[config.mk]
export PLATFORM = sky130hd
export DESIGN_NAME = aud_ser_tx
export DESIGN_NICKNAME = d
export VERILOG_FILES = /design/src/rtl/aud_ser_pkg.sv /design/src/rtl/aud_ser_sync.sv /design/src/rtl/aud_ser_frame.sv /design/src/rtl/aud_ser_shift.sv /design/src/rtl/aud_ser_tx.sv
export SDC_FILE = /design/constraint.sdc
export NUM_CORES = 1
export LEC_CHECK = 0
export CORE_AREA = 3 3 158 130
export CTS_BUF_LIST = sky130_fd_sc_hd__clkbuf_8
export DETAILED_ROUTE_END_ITERATION = 7
export DIE_AREA = 0 0 161 133
export DONT_BUFFER_PORTS = 1
export PLACE_DENSITY = 0.33
export SYNTH_ARGS = -nofsm -noshare
export SYNTH_HDL_FRONTEND = slang
export SYNTH_SLANG_ARGS = --single-unit
[constraint.sdc]
create_clock -name clk -period 4.1 [get_ports clk]
set_input_delay 0.205 -clock clk [delete_from_list [all_inputs] [get_ports clk]]
set_output_delay 0.205 -clock clk [all_outputs]
set_load 0.1 [all_outputs]
[src/rtl/aud_ser_pkg.sv]
`timescale 1ns/1ps
package aud_ser_pkg;
   // Per-frame option set
   typedef struct packed {
      logic inv_bclk;   // 1: launch on rising bit-clock edge
      logic trig_lr;    // 1: frame-clock edges start words
      logic msb_late;   // 1: one bit-clock gap before MSB
   } ser_cfg_t;
endpackage

[src/rtl/aud_ser_sync.sv]
`timescale 1ns/1ps
module aud_ser_sync #(
   parameter int N      = 3,
   parameter int STAGES = 2
) (
   input  logic         clk,
   input  logic         rst_n,
   input  logic [N-1:0] d_i,
   output logic [N-1:0] q_o
);
   generate
      if (STAGES < 1) begin : g_bad_depth
         $error("aud_ser_sync: STAGES must be at least 1");
      end
      if (N < 1) begin : g_bad_width
         $error("aud_ser_sync: N must be at least 1");
      end
   endgenerate

   logic [STAGES-1:0][N-1:0] stg;

   always_ff @(posedge clk or negedge rst_n) begin
      if (!rst_n) begin
         stg <= '0;
      end else begin
         stg[0] <= d_i;
         for (int i = 1; i < STAGES; i++) begin
            stg[i] <= stg[i-1];
         end
      end
   end

   assign q_o = stg[STAGES-1];
endmodule

[src/rtl/aud_ser_frame.sv]
`timescale 1ns/1ps
module aud_ser_frame
   import aud_ser_pkg::*;
#(
   parameter int W = 16
) (
   input  logic         clk,
   input  logic         rst_n,
   input  logic         lr_lvl_i,
   input  logic         lr_rise_i,
   input  logic         lr_any_i,
   input  logic         w_rise_i,
   input  ser_cfg_t     cfg_i,
   input  logic         smp_valid_i,
   input  logic [W-1:0] left_i,
   input  logic [W-1:0] right_i,
   output logic         smp_ready_o,
   output ser_cfg_t     cfg_eff_o,
   output logic         word_start_o,
   output logic         left_start_o,
   output logic [W-1:0] word_data_o
);
   ser_cfg_t     cfg_act;
   logic         full;
   logic [W-1:0] pend_l, pend_r, act_l, act_r;

   // Options are frozen at each frame boundary (rising frame clock)
   always_ff @(posedge clk or negedge rst_n) begin
      if (!rst_n)         cfg_act <= '0;
      else if (lr_rise_i) cfg_act <= cfg_i;
   end

   assign cfg_eff_o    = lr_rise_i ? cfg_i : cfg_act;
   assign word_start_o = cfg_eff_o.trig_lr ? lr_any_i : w_rise_i;
   assign left_start_o = word_start_o & lr_lvl_i;
   assign smp_ready_o  = ~full;

   always_ff @(posedge clk or negedge rst_n) begin
      if (!rst_n) begin
         full   <= 1'b0;
         pend_l <= '0;
         pend_r <= '0;
         act_l  <= '0;
         act_r  <= '0;
      end else if (left_start_o && full) begin
         act_l <= pend_l;
         act_r <= pend_r;
         full  <= 1'b0;
      end else if (smp_valid_i && !full) begin
         pend_l <= left_i;
         pend_r <= right_i;
         full   <= 1'b1;
      end
   end

   always_comb begin
      if (left_start_o) word_data_o = full ? pend_l : act_l;
      else              word_data_o = act_r;
   end
endmodule

[src/rtl/aud_ser_shift.sv]
`timescale 1ns/1ps
module aud_ser_shift #(
   parameter int W = 16
) (
   input  logic         clk,
   input  logic         rst_n,
   input  logic         launch_i,
   input  logic         load_i,
   input  logic         late_i,
   input  logic         mute_i,
   input  logic [W-1:0] data_i,
   output logic         sdata_o
);
   localparam int SHW = W + 1;

   generate
      if (W < 2) begin : g_bad_w
         $error("aud_ser_shift: W must be at least 2");
      end
   endgenerate

   logic [SHW-1:0] sh, ld;

   // Extra slot carries the optional one-bit gap before the MSB
   assign ld = late_i ? {1'b0, data_i} : {data_i, 1'b0};

   always_ff @(posedge clk or negedge rst_n) begin
      if (!rst_n) begin
         sh      <= '0;
         sdata_o <= 1'b0;
      end else if (load_i) begin
         if (launch_i) begin
            sdata_o <= ~mute_i & ld[SHW-1];
            sh      <= {ld[SHW-2:0], 1'b0};
         end else begin
            sh <= ld;
         end
      end else if (launch_i) begin
         sdata_o <= ~mute_i & sh[SHW-1];
         sh      <= {sh[SHW-2:0], 1'b0};
      end
   end
endmodule

[src/rtl/aud_ser_tx.sv]
`timescale 1ns/1ps
module aud_ser_tx
   import aud_ser_pkg::*;
#(
   parameter int W           = 16,
   parameter int SYNC_STAGES = 2
) (
   input  logic         clk,
   input  logic         rst_n,
   input  logic         bclk_i,
   input  logic         lrclk_i,
   input  logic         wclk_i,
   input  logic         inv_bclk_i,
   input  logic         trig_lr_i,
   input  logic         msb_late_i,
   input  logic         mute_i,
   input  logic         ovlp_i,
   input  logic         smp_valid_i,
   output logic         smp_ready_o,
   input  logic [W-1:0] smp_left_i,
   input  logic [W-1:0] smp_right_i,
   output logic         sdata_o,
   output logic         mute_stat_o
);
   localparam int NSIG = 3;
   localparam int IB = 0, IL = 1, IW = 2;

   logic [NSIG-1:0] s, s_q;
   logic            b_rise, b_fall, lr_rise, lr_any, w_rise;
   logic            launch, word_start, left_start;
   logic [W-1:0]    word_data;
   ser_cfg_t        cfg_in, cfg_eff;

   aud_ser_sync #(.N(NSIG), .STAGES(SYNC_STAGES)) u_sync (
      .clk (clk),
      .rst_n (rst_n),
      .d_i ({wclk_i, lrclk_i, bclk_i}),
      .q_o (s)
   );

   always_ff @(posedge clk or negedge rst_n) begin
      if (!rst_n) begin
         s_q         <= '0;
         mute_stat_o <= 1'b0;
      end else begin
         s_q         <= s;
         mute_stat_o <= ovlp_i;
      end
   end

   assign b_rise  =  s[IB] & ~s_q[IB];
   assign b_fall  = ~s[IB] &  s_q[IB];
   assign lr_rise =  s[IL] & ~s_q[IL];
   assign lr_any  =  s[IL] ^  s_q[IL];
   assign w_rise  =  s[IW] & ~s_q[IW];

   assign cfg_in = '{inv_bclk: inv_bclk_i, trig_lr: trig_lr_i, msb_late: msb_late_i};

   aud_ser_frame #(.W(W)) u_frame (
      .clk          (clk),
      .rst_n        (rst_n),
      .lr_lvl_i     (s[IL]),
      .lr_rise_i    (lr_rise),
      .lr_any_i     (lr_any),
      .w_rise_i     (w_rise),
      .cfg_i        (cfg_in),
      .smp_valid_i  (smp_valid_i),
      .left_i       (smp_left_i),
      .right_i      (smp_right_i),
      .smp_ready_o  (smp_ready_o),
      .cfg_eff_o    (cfg_eff),
      .word_start_o (word_start),
      .left_start_o (left_start),
      .word_data_o  (word_data)
   );

   assign launch = cfg_eff.inv_bclk ? b_rise : b_fall;

   aud_ser_shift #(.W(W)) u_shift (
      .clk      (clk),
      .rst_n    (rst_n),
      .launch_i (launch),
      .load_i   (word_start),
      .late_i   (cfg_eff.msb_late),
      .mute_i   (mute_i),
      .data_i   (word_data),
      .sdata_o  (sdata_o)
   );
endmodule

==> flow_metrics.env <==
export IMPL_grt_met2_usage=0.141
export IMPL_grt_busiest_layer="met1"
export IMPL_hold_path_class="in2reg"
export IMPL_vias_per_cell=4.36
export IMPL_synth_top_cells_by_count="96 x dfrtp_1, 79 x mux2_2, 23 x o21ai_0"
export IMPL_min_period_over_period=0.705
export IMPL_max_cap_violations=0
export IMPL_yosys_warnings=0
export IMPL_cellPowerDensity_nw_per_um2=629
export IMPL_cts_tree="done"
export IMPL_clockBufferDepth=2
export IMPL_cts_root_buffer="clkbuf_8"
export IMPL_finalSetupViolations=0
export IMPL_cts_sinks=96
export IMPL_synth_edf_count=0
export IMPL_min_period_ps=2890
export IMPL_skew_ps=13.7
export IMPL_area_growth_pct=20.3
export IMPL_max_slew_margin=0.321
export IMPL_gr_usage_met3=0.0282
export IMPL_nets=406
export IMPL_slew_violations=0
export IMPL_dp_final_hpwl_um=6780
export IMPL_setup_slack_ps=1210
export IMPL_synth_net_count=367
export IMPL_num_rows=45
export IMPL_peakVddDrop_uv=164
export IMPL_clk_pin_slew_worst_paths_ps=100
export IMPL_worst_pin_slew_ps=1020
export IMPL_final_setup_tns_ps=0
export IMPL_synth_flop_cell="dfrtp_1"
export IMPL_startpoint_type="flip-flop"
export IMPL_grt_use_met1=0.143
export IMPL_pin_count=46
export IMPL_antenna_found_initial=0
export IMPL_globalRouteOverflowTotal=0
export IMPL_ant_nets=0
export IMPL_synthTopCellsByArea="dfrtp_1 55%, mux2_2 20%, a221oi_2 4.5%, o21ai_0 2.6%, o22ai_1 2.2%"
export IMPL_status="complete, no violations"
export IMPL_netlist_area_um2=4360
export IMPL_drive_gt1_frac=0.331
export IMPL_grt_pass1_vias=2869
export IMPL_netlist_cell_type_count=39
export IMPL_grt_usage=0.0986
export IMPL_crit_arrival_ps=3170
export IMPL_design_area_um2=5250
export IMPL_yosysTopAreaCell="dfrtp_1"
export IMPL_multi_input_area_um2=1840
export IMPL_grt_pass1_wl_um=16400
export IMPL_synth_seq_area_share=0.551
export IMPL_start_util=0.231
export IMPL_yosysMostFrequentCell="dfrtp_1"
export IMPL_synth_top_cell_area_share=0.551
export IMPL_power_leakage_nw=2.05
export IMPL_die_h_um=133
export IMPL_synthArstFlopShare=1.00
export IMPL_hold_viol=0
export IMPL_num_antenna_cells=0
export IMPL_h_tree_depth=3
export IMPL_max_freq_mhz=346
export IMPL_finalWeightedCongestion=0.686
export IMPL_wl_per_cell_um=16.0
export IMPL_routed_via_count=2720
export IMPL_ys_seq_elements=96
export IMPL_seq_area_um2=2400
export IMPL_die_width_um=161
export IMPL_drt_wl_total_um=9980
export IMPL_dr_first_iter_drc_count=96
export IMPL_grt_max_degree=97
export IMPL_port_buffers=0
export IMPL_dr_pass1_iters=4
export IMPL_placed_cell_area_um2=4620
export IMPL_final_cells=624
export IMPL_n_fill_cell=1998
export IMPL_worst_setup_path_type="reg2reg"
export IMPL_numCtsBuffers=9
export IMPL_drc=0
export IMPL_dieArea_um2=21400
export IMPL_pre_cts_slack_ps=1170
export IMPL_rsz0062_at_grt="no"
export IMPL_cp_max_fo=21
export IMPL_dp_cells=568
export IMPL_endpoint_kind="flip-flop"
export IMPL_cts_setup_buffers=0
export IMPL_cp_data_required_time_ps=4370
export IMPL_core_region_area_um2=18900
export IMPL_syn_area_per_cell_um2=13.5
export IMPL_clock_latency_ps=380
export IMPL_netlist_instances=323
## state kept, by name, indices dropped and copies added, names as in the netlist, 3 cells and up
register / cells
s_q: 3
u_frame.act_l: 16
u_frame.act_r: 16
u_frame.cfg_act: 3
u_frame.pend_l: 16
u_frame.pend_r: 16
u_shift.sh: 17
u_sync.q_o: 3
u_sync.stg: 3
## critical path, cell delays in order (launching register included)
cell,delay [ps]
dfrtp_1,420
ha_1,310
mux2i_4,390
mux2_4,440
nand2_1,440
buf_4,390
mux2_2,380
## worst paths after layout
| kind | startpoint | endpoint | slack [ps] | depth (start not counted) |
|---|---|---|---|---|
| worst max-delay path | u_sync.q_o[1] | u_frame.act_l[2] | 1210 | 6 |
| min in group asynchronous | rst_n | u_shift.sh[12] | 400 | 2 |
| max in group asynchronous | rst_n | u_frame.act_r[9] | 3250 | 2 |
| worst min-delay path | inv_bclk_i | u_frame.cfg_act[2] | 40 | 1 |
| worst min register to register | u_sync.stg[1] | u_sync.q_o[1] | 360 | 0 |
| worst max register to register | u_sync.q_o[1] | u_frame.act_l[2] | 1210 | 6 |
## logic make-up (layout without fill, tap and decap cells)
family,after synthesis,in the layout,share of synthesized area
AND/OR/NAND/NOR,36,36,0.0390
buffers and inverters,22,65,0.0270
flip-flops,96,96,0.551
adder cells (fa/ha/maj),1,1,0.00287
multiplexers,86,86,0.227
AO/OA/AOI/OAI,82,82,0.153
## final cells by class
type / count / area share
Inverter: 4 / 0.00286
Clock buffer: 10 / 0.0262
Clock inverter: 5 / 0.0110
Timing Repair Buffer: 46 / 0.0887
Multi-Input combinational cell: 205 / 0.352
Tap cell: 258 / 0.0615
Sequential cell: 96 / 0.458
## cells in the final DEF, fill, tap and decap left out, drive strengths merged, types with 6 or more instances in the layout
master and instances:
o21ai 25, o22a 10, buf 6, nor2 17, mux2i 6, dfrtp 96, nand2 8, clkbuf 10
dlygate4sd3 40, inv 6, a221oi 13, mux2 80, o22ai 15
## report_power, final
part           internal (mW)  total, mW  leakage (nW)  switching (mW)
sequential              1.34       1.62          1.13           0.280
clock                  0.295      0.635        0.0962           0.340
combinational          0.564       1.04         0.831           0.478
total                   2.20       3.30          2.05            1.10
## per-stage QoR
stage / util / hold WS (ps) / power, mW
after global placement: 0.244 / -86.5 / 2.64
after floorplan: - / -90.6 / 2.37
after CTS: 0.277 / 12.5 / 3.37
after global routing: 0.277 / 13.4 / 3.55
after detailed placement: 0.244 / -85.5 / 2.64
final: 0.277 / 40.9 / 3.30
## per-layer routing
| layer | up-vias | routed length (um) | part of all wire |
|---|---|---|---|
| li1 | 1310 | - | - |
| met1 | 1355 | 5180 | 0.52 |
| met2 | 46 | 4200 | 0.42 |
| met3 | 9 | 455 | 0.046 |
| met4 | 0 | 146 | 0.015 |
| met5 | - | 0 | 0 |
## what timing repair did
item                                   4_1_cts  5_1_grt
endpoints found under the hold margin      135        0
resized for setup                            0        0
hold buffers                                41        0
(Power assumes the default switching activity.)
